**src/rtl/sdp_loop_engine.sv**
```systemverilog
module sdp_loop_engine #(
  parameter int DW     = 32,
  parameter int AW     = 32,
  parameter int SETTLE = 2
) (
  input  logic          clk,
  input  logic          rst_n,
  input  logic          start,
  input  logic [DW-1:0] key_in,
  input  logic [DW-1:0] x,
  input  logic [DW-1:0] y,
  input  logic [DW-1:0] z,
  input  logic [DW-1:0] search,
  input  logic [AW-1:0] base_a,
  input  logic [AW-1:0] base_b,
  output logic          busy,
  output logic          done,
  output logic          slow_en,
  output logic [DW-1:0] key_out,
  output logic          mem_req,
  output logic [AW-1:0] mem_addr,
  input  logic          mem_rvalid,
  input  logic [DW-1:0] mem_rdata
);
  localparam int CW = (SETTLE < 2) ? 1 : $clog2(SETTLE);

  typedef enum logic [2:0] {S_IDLE, S_REQ_B, S_WAIT_B, S_REQ_A, S_WAIT_A, S_SETTLE} st_t;

  st_t           st;
  logic [DW-1:0] key_q, b_q, a_q;
  logic [CW-1:0] cnt;
  logic          done_q;
  logic [DW-1:0] prod, sum;
  logic [AW-1:0] idx;

  assign prod     = x * y;
  assign sum      = a_q + prod + z;
  assign idx      = AW'((st == S_REQ_A) ? b_q : key_q);
  assign mem_req  = (st == S_REQ_B) || (st == S_REQ_A);
  assign mem_addr = ((st == S_REQ_A) ? base_a : base_b) + (idx << 2);
  assign slow_en  = (st == S_SETTLE) && (cnt == CW'(SETTLE - 1));
  assign busy     = (st != S_IDLE);
  assign done     = done_q;
  assign key_out  = key_q;

  always_ff @(posedge clk) begin
    if (!rst_n) begin
      st     <= S_IDLE;
      key_q  <= '0;
      b_q    <= '0;
      a_q    <= '0;
      cnt    <= '0;
      done_q <= 1'b0;
    end else begin
      done_q <= 1'b0;
      case (st)
        S_IDLE: if (start) begin
          key_q <= key_in;
          if (key_in == search) done_q <= 1'b1;
          else                  st     <= S_REQ_B;
        end
        S_REQ_B:  st <= S_WAIT_B;
        S_WAIT_B: if (mem_rvalid) begin
          b_q <= mem_rdata;
          st  <= S_REQ_A;
        end
        S_REQ_A:  st <= S_WAIT_A;
        S_WAIT_A: if (mem_rvalid) begin
          a_q <= mem_rdata;
          cnt <= '0;
          st  <= S_SETTLE;
        end
        S_SETTLE: if (slow_en) begin
          key_q <= sum;
          if (sum == search) begin
            done_q <= 1'b1;
            st     <= S_IDLE;
          end else begin
            st <= S_REQ_B;
          end
        end else begin
          cnt <= cnt + 1'b1;
        end
        default: st <= S_IDLE;
      endcase
    end
  end
endmodule

```
**config.mk**
```make
export PLATFORM = sky130hd
export DESIGN_NAME = sdp_loop_engine
export DESIGN_NICKNAME = d
export VERILOG_FILES = /design/src/rtl/sdp_loop_engine.sv
export SDC_FILE = /design/constraint.sdc
export NUM_CORES = 2
export LEC_CHECK = 0
export ABC_AREA = 1
export ABC_CLOCK_PERIOD_IN_PS = 21000
export BUFFER_PORTS_ARGS = -buffer_cell sky130_fd_sc_hd__buf_2
export CORE_MARGIN = 8
export CORE_UTILIZATION = 40
export CTS_BUF_LIST = sky130_fd_sc_hd__clkbuf_4
export DETAILED_ROUTE_END_ITERATION = 6
export PLACE_DENSITY = 0.68
export REMOVE_ABC_BUFFERS = 1
export SKIP_LAST_GASP = 1
export SLEW_MARGIN = 20
export SYNTH_ARGS = -nofsm -noshare
export SYNTH_HDL_FRONTEND = slang
export SYNTH_SLANG_ARGS = --single-unit
```
**constraint.sdc**
```tcl
create_clock -name clk -period 21 [get_ports clk]
set_input_delay 4.2 -clock clk [delete_from_list [all_inputs] [get_ports clk]]
set_output_delay 4.2 -clock clk [all_outputs]
set_load 0.02 [all_outputs]
```
==> results.toml <==
[layout]
layout_commonest_cell = "nand2_1"
fillers = 6209
area_growth_pct = 9.328
layout_common_cells = "nand2_1 (821), inv_1 (713), fa_1 (468), buf_2 (327), ha_1 (162)"
multiInputGateArea_sq_um = 19310
nets = 4262
regArea_sq_um = 1982
drive_gt1_share_pct = 14.10

[logic_synthesis]
synth_top_area_share_pct = 38.11
async_flop_share_pct = 0
yosysSeqAreaShare_pct = 8.061
synth.area.top_cells = "fa_1 (38%), nand2_1 (13%), inv_1 (11%), ha_1 (8.2%), dfxtp_1 (8.1%)"
synth_cell_types = 52
synth_edf_count = 0
synthFlopType = "dfxtp_1"
yosys.area.top_type = "fa_1"
syn_inst = 3167
yosysWarnings = 0
syn_area_sq_um = 24590
synth.ff_latch_count = 99
syn_avg_cell_area_sq_um = 7.763

[floorplanning]
die_y_um = 263.9
start_util_pct = 40.14
core_area_sq_um = 61260
io_pins = 328
rows = 91
die-area_sq_um = 69650
dieWidth_um = 263.9

[placement]
post-dp-hpwl_um = 63040
portBuffers = 327
gp_congestion = 0.9600

[global_route]
gr-total-overflow = 0
grt_pass1_wl_um = 117800
grt_pass1_vias = 21780
antenna_found_initial = 16
grt_max_degree = 60
grt_usage_pct = 21.13

[sta]
finalCritPeriodShare_pct = 54.82
fin_crit_ns = 11.51
tightest_slew_ns = 1.013
grt_setup_unrepaired = "no"
finClkSkew_ns = 0.02401
hold_viol = 0
slew_violations = 0
fin_tns_setup_ns = 0
fmax_mhz = 86.87
finalSetupViolCount = 0
slew_headroom_pct = 32.41

[cts]
cts_hold_buf = 0
cts_tree = "yes"
cts_num_sinks = 99
clock_latency_ns = 0.56
post_cts_buffers = 0
clockRootBuffer = "clkbuf_4"
htree_levels = 3
cts_buffers = 9
clk_pin_slew_ns = 0.18
cts_resized = 0
clk_path_buf_depth = 2

[worst_setup_path]
cp.required_ns = 16.80
critPathCaptureType = "output port"
crit_buf_inv = 2
r2r_cells = 26
r2r-end = "st[0]$_SDFFE_PN0P_"
reg2reg_from = "a_q[9]$_SDFFE_PN0P_"
max_stage_delay_ns = 0.46
cpMaxStageDelayCell = "fa_1"
worstPathArrival_ns = 7.31
cp-start-kind = "input port"
cp_max_fo = 4
path_class = "in -> out"
critical_path.cell_chain = "buf_2 -> mux2_2 -> ha_1 -> fa_1 -> nand3_1 -> nand3_1 -> a21o_1 -> a21oi_2 -> o21ai_2 -> a21oi_2 -> o21ai_1 -> a21boi_1 -> o21ai_1 -> a21boi_1 -> o21ai_0 -> xor2_1 -> buf_2"
cp_top_family = "compound AO/OA/AOI/OAI gates"
r2r_slack_ns = 16.30

[detailed_routing]
num_vias = 20520
dr.pass1.iters = 6
drc = 0
wl_um = 72610
drt-initial-drc-count = 1499
wl_per_cell_um = 17.39
postRouteAntennaNets = 0
post_drt_via_cell_ratio = 4.914

[min_path]
holdPathStages = 2
min_to = "key_out[31]$_SDFFE_PN0P_"
hold_path_class = "reg -> reg"
holdCritStartpoint = "key_out[31]$_SDFFE_PN0P_"

[flow_run]
maxCapViolCount = 0

[status]
outcome = "completed"
metrics by stage:
stage | hold WS, ns | instance area, sq um | util [%] | setup WS, ns | cells
after floorplan | 0.4438 | 24000 | - | 9.821 | 3025
after global placement | 0.4552 | 26710 | 43.60 | 9.451 | 4151
after detailed placement | 0.4550 | 26710 | 43.60 | 9.432 | 4151
after CTS | 0.4774 | 26850 | 43.84 | 9.475 | 4167
after global routing | 0.5107 | 26870 | 43.87 | 9.232 | 4172
final | 0.4784 | 26880 | 43.88 | 9.488 | 4175
cell usage after synthesis (5+ instances only):
cell        n
ha_1      162
a21oi_1   122
buf_1      11
fa_1      468
nor3_1      6
buf_4       8
xor2_1     66
a31oi_1     8
clkbuf_1  111
o211ai_1    7
o21bai_1   12
or2_2       5
o21ai_0    90
inv_1     713
nand3_1    82
nand2_1   823
buf_2      11
xnor2_1    55
mux2_2     60
nand2_2    18
inv_2      11
nand4_1    16
a21oi_2     8
nor2_1    126
o21ai_1    10
dfxtp_1    99
nand3b_1   15
worst max path at each step:
stage / startpoint / to / slack (ns) / depth (start not counted)
2_1_floorplan: base_b[2] / mem_addr[28] / 9.82 / 15
3_3_place_gp: y[0] / st[0]$_SDFFE_PN0P_ / 9.45 / 28
3_5_place_dp: y[0] / st[0]$_SDFFE_PN0P_ / 9.43 / 28
4_1_cts: base_b[2] / mem_addr[28] / 9.47 / 17
5_1_grt: base_b[2] / mem_addr[28] / 9.23 / 17
6_report: base_b[2] / mem_addr[28] / 9.49 / 17
flip-flops by register name (all words and copies together) (netlist names):
name     count
b_q         30
key_out     32
a_q         32
done         1
st           3
cnt          1
worst min-delay path, stage by stage, from the launching register on:
cell	delay, ns
dfxtp_1	0.34
nand2_1	0.06
a21oi_1	0.06
cell families (layout without fill, tap and decap cells):
group           count (synthesis)  count (layout)  share of synthesized area (%)
compound gates                276             276                          6.239
xor+xnor                      129             129                          4.916
fa+ha+maj                     630             630                          46.35
buf+inv                       867            1077                          13.45
flops                          99              99                          8.061
mux                            60              60                          2.748
other cells                     0               8                              0
simple gates                 1106            1106                          18.24
metal layers:
layer	GRT usage, %	share of wire, %	routed length (um)
met3	5.523	8.0	5808
met5	0	0.17	122
met4	5.025	1.8	1305
met1	27.97	43	31570
met2	34.41	47	33800
area by class of cell:
class                           count  share of cell area, %
Antenna cell                        8                0.07448
Clock buffer                        9                 0.2514
Clock inverter                      7                 0.3026
Inverter                          725                  10.12
Multi-Input combinational cell   2201                  71.86
Sequential cell                    99                  7.373
Tap cell                          790                  3.677
Timing Repair Buffer              336                  6.340
Power is left out: the tool's default activity adds up to more than one toggle a clock period on the data nets, which glitch-free logic cannot reach.
